**config.mk**
```make
export PLATFORM = sky130hd
export DESIGN_NAME = pwrmode_ctrl
export DESIGN_NICKNAME = d
export VERILOG_FILES = /design/src/rtl/pwrmode_pkg.sv /design/src/rtl/pwrmode_wake_qual.sv /design/src/rtl/pwrmode_cfg_hold.sv /design/src/rtl/pwrmode_fsm.sv /design/src/rtl/pwrmode_ctrl.sv
export SDC_FILE = /design/constraint.sdc
export NUM_CORES = 1
export LEC_CHECK = 0
export BUFFER_PORTS_ARGS = -buffer_cell sky130_fd_sc_hd__buf_2
export CORE_AREA = 10 10 47 49
export DETAILED_ROUTE_END_ITERATION = 8
export DIE_AREA = 0 0 57 59
export MAX_ROUTING_LAYER = met4
export SLEW_MARGIN = 40
export SYNTH_ARGS = -nofsm -noshare
export SYNTH_HDL_FRONTEND = slang
export SYNTH_HIERARCHICAL = 1
export SYNTH_SLANG_ARGS = --single-unit
```
**constraint.sdc**
```tcl
create_clock -name clk -period 1.65 [get_ports clk]
set_input_delay 0.33 -clock clk [delete_from_list [all_inputs] [get_ports clk]]
set_output_delay 0.33 -clock clk [all_outputs]
set_load 0.03 [all_outputs]
```
**src/rtl/pwrmode_pkg.sv**
```systemverilog
package pwrmode_pkg;
  typedef enum logic [2:0] {
    MD_ACTIVE   = 3'b000,
    MD_SLEEP    = 3'b001,
    MD_SUBACT   = 3'b010,
    MD_SUBSLEEP = 3'b011,
    MD_STANDBY  = 3'b100
  } pm_mode_e;

  function automatic logic pm_is_running(input pm_mode_e m);
    return (m == MD_ACTIVE) || (m == MD_SUBACT);
  endfunction
endpackage

```
**src/rtl/pwrmode_wake_qual.sv**
```systemverilog
module pwrmode_wake_qual #(
  parameter int N_IRQ = 4
) (
  input  logic [N_IRQ-1:0] irq_req,
  input  logic [N_IRQ-1:0] irq_en,
  input  logic             int_mask,
  output logic             wake_ok
);
  logic [N_IRQ-1:0] live;

  genvar gi;
  generate
    for (gi = 0; gi < N_IRQ; gi++) begin : g_src
      assign live[gi] = irq_req[gi] & irq_en[gi];
    end
  endgenerate

  assign wake_ok = ~int_mask & (|live);
endmodule

```
**src/rtl/pwrmode_cfg_hold.sv**
```systemverilog
module pwrmode_cfg_hold #(
  parameter int DIV_W = 3
) (
  input  logic             clk,
  input  logic             rst_n,
  input  logic             load,
  input  logic [DIV_W-1:0] pdiv_sel,
  input  logic             lowspeed_sel,
  output logic [DIV_W-1:0] pdiv_q,
  output logic             lowspeed_q
);
  // loaded every running cycle, frozen through any stop
  always_ff @(posedge clk or negedge rst_n) begin
    if (!rst_n) begin
      pdiv_q     <= '0;
      lowspeed_q <= 1'b0;
    end else if (load) begin
      pdiv_q     <= pdiv_sel;
      lowspeed_q <= lowspeed_sel;
    end
  end
endmodule

```
**src/rtl/pwrmode_fsm.sv**
```systemverilog
module pwrmode_fsm
  import pwrmode_pkg::*;
(
  input  logic     clk,
  input  logic     rst_n,
  input  logic     sleep_req,
  input  logic     standby_qual,
  input  logic     wake_ok,
  input  logic     lowspeed_q,
  output pm_mode_e state,
  output logic     wake_pulse
);
  pm_mode_e nxt;
  logic     leaving;

  always_comb begin
    nxt     = state;
    leaving = 1'b0;
    unique case (state)
      MD_ACTIVE: if (sleep_req) nxt = standby_qual ? MD_STANDBY : MD_SLEEP;
      MD_SUBACT: if (sleep_req) nxt = standby_qual ? MD_STANDBY : MD_SUBSLEEP;
      MD_SLEEP, MD_SUBSLEEP, MD_STANDBY: begin
        if (wake_ok) begin
          leaving = 1'b1;
          nxt     = lowspeed_q ? MD_SUBACT : MD_ACTIVE;
        end
      end
      default: nxt = MD_ACTIVE;
    endcase
  end

  always_ff @(posedge clk or negedge rst_n) begin
    if (!rst_n) begin
      state      <= MD_ACTIVE;
      wake_pulse <= 1'b0;
    end else begin
      state      <= nxt;
      wake_pulse <= leaving;
    end
  end
endmodule

```
**src/rtl/pwrmode_ctrl.sv**
```systemverilog
module pwrmode_ctrl
  import pwrmode_pkg::*;
#(
  parameter int N_IRQ = 4,
  parameter int DIV_W = 3
) (
  input  logic             clk,
  input  logic             rst_n,
  input  logic             sleep_req,
  input  logic             standby_qual,
  input  logic [N_IRQ-1:0] irq_req,
  input  logic [N_IRQ-1:0] irq_en,
  input  logic             int_mask,
  input  logic             lowspeed_sel,
  input  logic [DIV_W-1:0] pdiv_sel,
  output logic [2:0]       mode,
  output logic             cpu_clk_en,
  output logic [DIV_W-1:0] pdiv_out,
  output logic             subclk_sel,
  output logic             sysosc_en,
  output logic             wake_pulse
);
  pm_mode_e st;
  logic     wake_ok;
  logic     ls_q;

  pwrmode_wake_qual #(.N_IRQ(N_IRQ)) u_wq (
    .irq_req (irq_req),
    .irq_en  (irq_en),
    .int_mask(int_mask),
    .wake_ok (wake_ok)
  );

  pwrmode_cfg_hold #(.DIV_W(DIV_W)) u_cfg (
    .clk         (clk),
    .rst_n       (rst_n),
    .load        (pm_is_running(st)),
    .pdiv_sel    (pdiv_sel),
    .lowspeed_sel(lowspeed_sel),
    .pdiv_q      (pdiv_out),
    .lowspeed_q  (ls_q)
  );

  pwrmode_fsm u_fsm (
    .clk         (clk),
    .rst_n       (rst_n),
    .sleep_req   (sleep_req),
    .standby_qual(standby_qual),
    .wake_ok     (wake_ok),
    .lowspeed_q  (ls_q),
    .state       (st),
    .wake_pulse  (wake_pulse)
  );

  assign mode       = st;
  assign cpu_clk_en = pm_is_running(st);
  assign subclk_sel = (st == MD_SUBACT) || (st == MD_SUBSLEEP);
  assign sysosc_en  = (st != MD_STANDBY);
endmodule

```
# == Word-level counts from Yosys, hierarchy flattened ==
# Cells that the tools add are included.
# word_totals
out_inout_bits,10
input_bits,17
wordCells,33
regBits,8
# classes
n_bitwise,6
n_eq_ne,8
mux,9
reduce_logical,6
# op_table
op,n
2-to-1 mux 3 bit,5
case mux 3 bit (3 select lines),1
"equality test 3 x 2 -> 1 bit, second input constant",2
AND 1 bit,5
"inequality test 2 bit, second input constant",2
OR reduction 4 bit,1
"equality test 3 x 1 -> 1 bit, second input constant",1
"equality test 3 bit, second input constant",1
logical NOT 3 bit,1
"inequality test 3 bit, second input constant",1
AND reduction 3 bit,1
OR reduction 3 bit,1
logical OR 1 bit,2
2-to-1 mux 1 bit,2
2-to-1 mux 2 bit,1
"inequality test 2 x 1 -> 1 bit, second input constant",1
inverter 1 bit,1

# == Depth between registers and ports, before layout ==
# logic_depth
depth_word,5
ltp_mapped,5
mapped_depth_nobuf,5

# == By module ==
# Netlist, hierarchy kept.
# modules_own_cells
mod,seq_area_each_um2,n_inst,cells_per_inst,area_per_inst_um2
pwrmode_fsm,100.1,1,19,191.4
pwrmode_cfg_hold,100.1,1,8,145.1
pwrmode_ctrl,0.0,1,3,21.3
pwrmode_wake_qual,0.0,1,3,20.0

# == Least setup slack after synthesis ==
# OpenSTA, ideal clock, no wires.
# synth_timing
path_type,reg-to-reg
from,register u_fsm.state[2]
to,register u_cfg.lowspeed_q
slack_ns,-0.048
arrival_time_ns,1.573
n_path_buf,0
stages_incl_launch_ff,3
setup_ns,0.125
required_ns,1.525
synth_period_minus_slack_ns,1.698
cell_sequence,dfrtp_1 nor2_1 mux2_2
# synth_via
elab_chain_cells,2
elab_cells_between_ends,3
cone_classes,1 x eq/ne; 2 x reduce/logical
# synth_lines
element,line,source
"start, declared",pwrmode_fsm.sv:10,"output pm_mode_e state,"
"start signal, assigned",pwrmode_fsm.sv:37,state <= nxt;
equality test 3 x 2 -> 1 bit / logical NOT 3 bit (equally long branches),--,
logical OR 1 bit (*),--,
net cpu_clk_en,pwrmode_ctrl.sv:17,"output logic cpu_clk_en,"
"end signal, assigned",pwrmode_cfg_hold.sv:19,lowspeed_q <= lowspeed_sel;
"end, declared",pwrmode_cfg_hold.sv:10,output logic lowspeed_q
# Mark *: on every way through the listed nets, which the timed path passes. The rest lies on a longest branch.
# A chain may end at the register's enable or synchronous reset.

# == Worst setup path in the final report ==
# layout_timing
from,register u_fsm.state[0]
to,output port sysosc_en
# layout_via
elab_chain_cells,1
# layout_lines
element,line,source
inequality test 3 bit,pwrmode_ctrl.sv:58,assign sysosc_en = (st != MD_STANDBY);
"end, declared",pwrmode_ctrl.sv:20,"output logic sysosc_en,"
# No other way between the ends.

==> impl_metrics.toml <==
[critical_path]
r2r-start = "u_fsm/state[2]$_DFFE_PN0P_"
crit_type = "register to output pin"
cp_data_arrival_time_ps = 1260
critPathMaxFanout = 9
rrSetupSlack_ps = 490
reg2reg_to = "u_cfg/pdiv_q[1]$_DFFE_PN0P_"
cp-start-kind = "register"
reg2regPathDepth = 2
cp-end-kind = "output pin"
critPathRequiredTime_ps = 1320

[detailed_routing]
post-route-drc-count = 0
finalWirelength_um = 999
drtAntennaViolNets = 0
routedWlPerCell_um = 12.49
vias = 348
via_per_inst = 4.350
drt-pass1-iter-count = 2
drt_iter0_drc = 1

[synth]
syn_inst = 33
ys_seq_elements = 8
synthTopCellsByArea = "dfrtp_1, mux2_2, a21oi_1"
synth_common_cells = "dfrtp_1, nor2_1, a21oi_1, mux2_2, a22oi_1"
synth.distinct_cells = 15
ys.warnings.count = 6
synth.net_count = 50
synth_area_sq_um = 377.9
synth_top_cell_area_share = 0.5298
yosysTopAreaCell = "dfrtp_1"
post-synth-top-count-cell = "dfrtp_1"
synth_ff_type = "dfrtp_1"
synth-async-reset-ratio = 1.000
ys_seq_area_frac = 0.5298
avgSynthCellArea_sq_um = 11.45
synth_edf_count = 0

[floorplanning]
boundaryPins = 27
rows = 14
die-area_sq_um = 3363
dieHeight_um = 59
die_w_um = 57
start_util = 0.2696
core_sq_um = 1401

[cts]
clock_path_buffers = 2
cts-root-buf = "clkbuf_4"
clock_latency_ps = 250
htreeDepth = 1
clk_pin_slew_ps = 50
cts_tree = "done"
cts_inserted_buffers = 3
clkSinkCount = 8
cts_setup_buffers = 0

[sta]
fin_crit_ps = 1590
whs_ps = 314.2
finalMaxSlewViolations = 0
relSlewSlack = 0.8477
period_share = 0.9635
tightest_slew_ps = 228.2
hold_viol = 0
max_freq_mhz = 629.0
clock_skew_ps = 5.087
setup_viol = 0

[placement]
place_congestion = 0.6177
dp_cells = 76
io_buffer_count = 26
place_hpwl_um = 883.6

[power_and_ir_drop]
power_density_nw_per_um2 = 1787
p_leak_uw = 0.0002968
vdd_drop_max_mv = 0.7956

[final_layout]
syn_to_final_growth_pct = 51.66
antenna_cells = 0
drive_gt1_frac = 0.6250
stdcell_count = 80
fin_nets = 83

[worst_hold_path]
min_to = "u_cfg/pdiv_q[0]$_DFFE_PN0P_"
hp-class = "primary input to register"
holdPathStages = 2
min-delay-start = "pdiv_sel[0]"

[global_route]
grt_max_degree = 11
grt_pass1_vias = 431
grt_use_total = 0.06395
antenna_found_initial = 0
overflow = 0
grt_pass1_wl_mm = 1.690

[status]
status = "complete, no violations"

[flow_run]
max_cap_violations = 0
[per-stage QoR]
stage                     power, uW  cell area (sq um)  setup WS, ps  utilization  setup TNS (ps)
after floorplan               721.5              380.4         155.1            -               0
after global placement        884.0              538.0         310.4       0.3839               0
after detailed placement      891.2              538.0         289.0       0.3839               0
after CTS                      1041              570.5         16.07       0.4071               0
after global routing           1103              573.1       -0.3244       0.4089         -0.3244
final                          1024              573.1         60.26       0.4089               0
[timing repair]
| action | 4_1_cts | 5_1_grt |
|---|---|---|
| hold buffers | 1 | 0 |
| gates resized for setup | 0 | 2 |
| endpoints found under the setup margin | 0 | 1 |
| hold endpoints to repair | 8 | 0 |
[cell usage in the layout, fill, tap and decap left out, types with 2 or more instances in the layout]
cell,Yosys,final
buf_2,0,26
a22oi_1,2,2
a21oi_1,4,4
dfrtp_1,8,6
dfrtp_2,0,2
nor2_1,5,4
mux2_2,4,4
clkbuf_4,0,3
[routing by layer]
layer | share of wire | global-route usage | vias to the layer above | routed length (um)
met3 | 0.061 | 0.02575 | 0 | 61
li1 | - | - | 181 | -
met2 | 0.52 | 0.1101 | 13 | 515
met5 | 0 | - | - | 0
met1 | 0.42 | 0.06167 | 154 | 422
met4 | 0 | 0.03020 | 0 | 0
[worst max-delay path, stage by stage (launching register included)]
cell     delay [ps]
dfrtp_2         450
or3b_1          380
buf_2           180
[where the power goes]
part	internal [uW]	total, uW	leakage (uW)	switching, uW
registers	282	355	0.0000969	73.6
clock network	82.7	142	0.0000138	59.2
logic	197	527	0.000186	330
total	561	1020	0.000297	463
[cell families (layout without fill, tap and decap cells)]
| kind of cell | Yosys count | count (layout) | share of synthesized area |
|---|---|---|---|
| AO/OA/AOI/OAI | 10 | 10 | 0.1589 |
| buffers and inverters | 0 | 31 | 0 |
| AND/OR/NAND/NOR | 11 | 11 | 0.1921 |
| multiplexers | 4 | 4 | 0.1192 |
| flip-flops | 8 | 8 | 0.5298 |
[state kept, by name, summed over array words and instances (netlist names)]
| signal | cells |
|---|---|
| u_cfg/lowspeed_q | 1 |
| u_cfg/pdiv_q | 3 |
| u_fsm/state | 3 |
| u_fsm/wake_pulse | 1 |
[area by class of cell]
| cell class | instances | area, sq um |
|---|---|---|
| well taps | 16 | 20.02 |
| flip-flops and latches | 8 | 202.7 |
| multi-input cells | 25 | 180.2 |
| repair buffers | 28 | 147.6 |
| clock buffers | 3 | 22.52 |
| fillers | 158 | 828.3 |
[how the worst max path moves through the flow]
stage	start	cells after the start	slack [ps]	endpoint
final	u_fsm/state[0]$_DFFE_PN0P_	2	60	sysosc_en
after global routing	u_fsm/state[0]$_DFFE_PN0P_	2	-0.3	sysosc_en
after CTS	u_fsm/state[0]$_DFFE_PN0P_	2	20	sysosc_en
after detailed placement	u_fsm/state[0]$_DFFE_PN0P_	2	290	sysosc_en
after global placement	u_fsm/state[0]$_DFFE_PN0P_	2	310	sysosc_en
after floorplan	u_fsm/state[2]$_DFFE_PN0P_	2	160	u_cfg/lowspeed_q$_DFFE_PN0P_
Power figures use the tool's default switching activity.
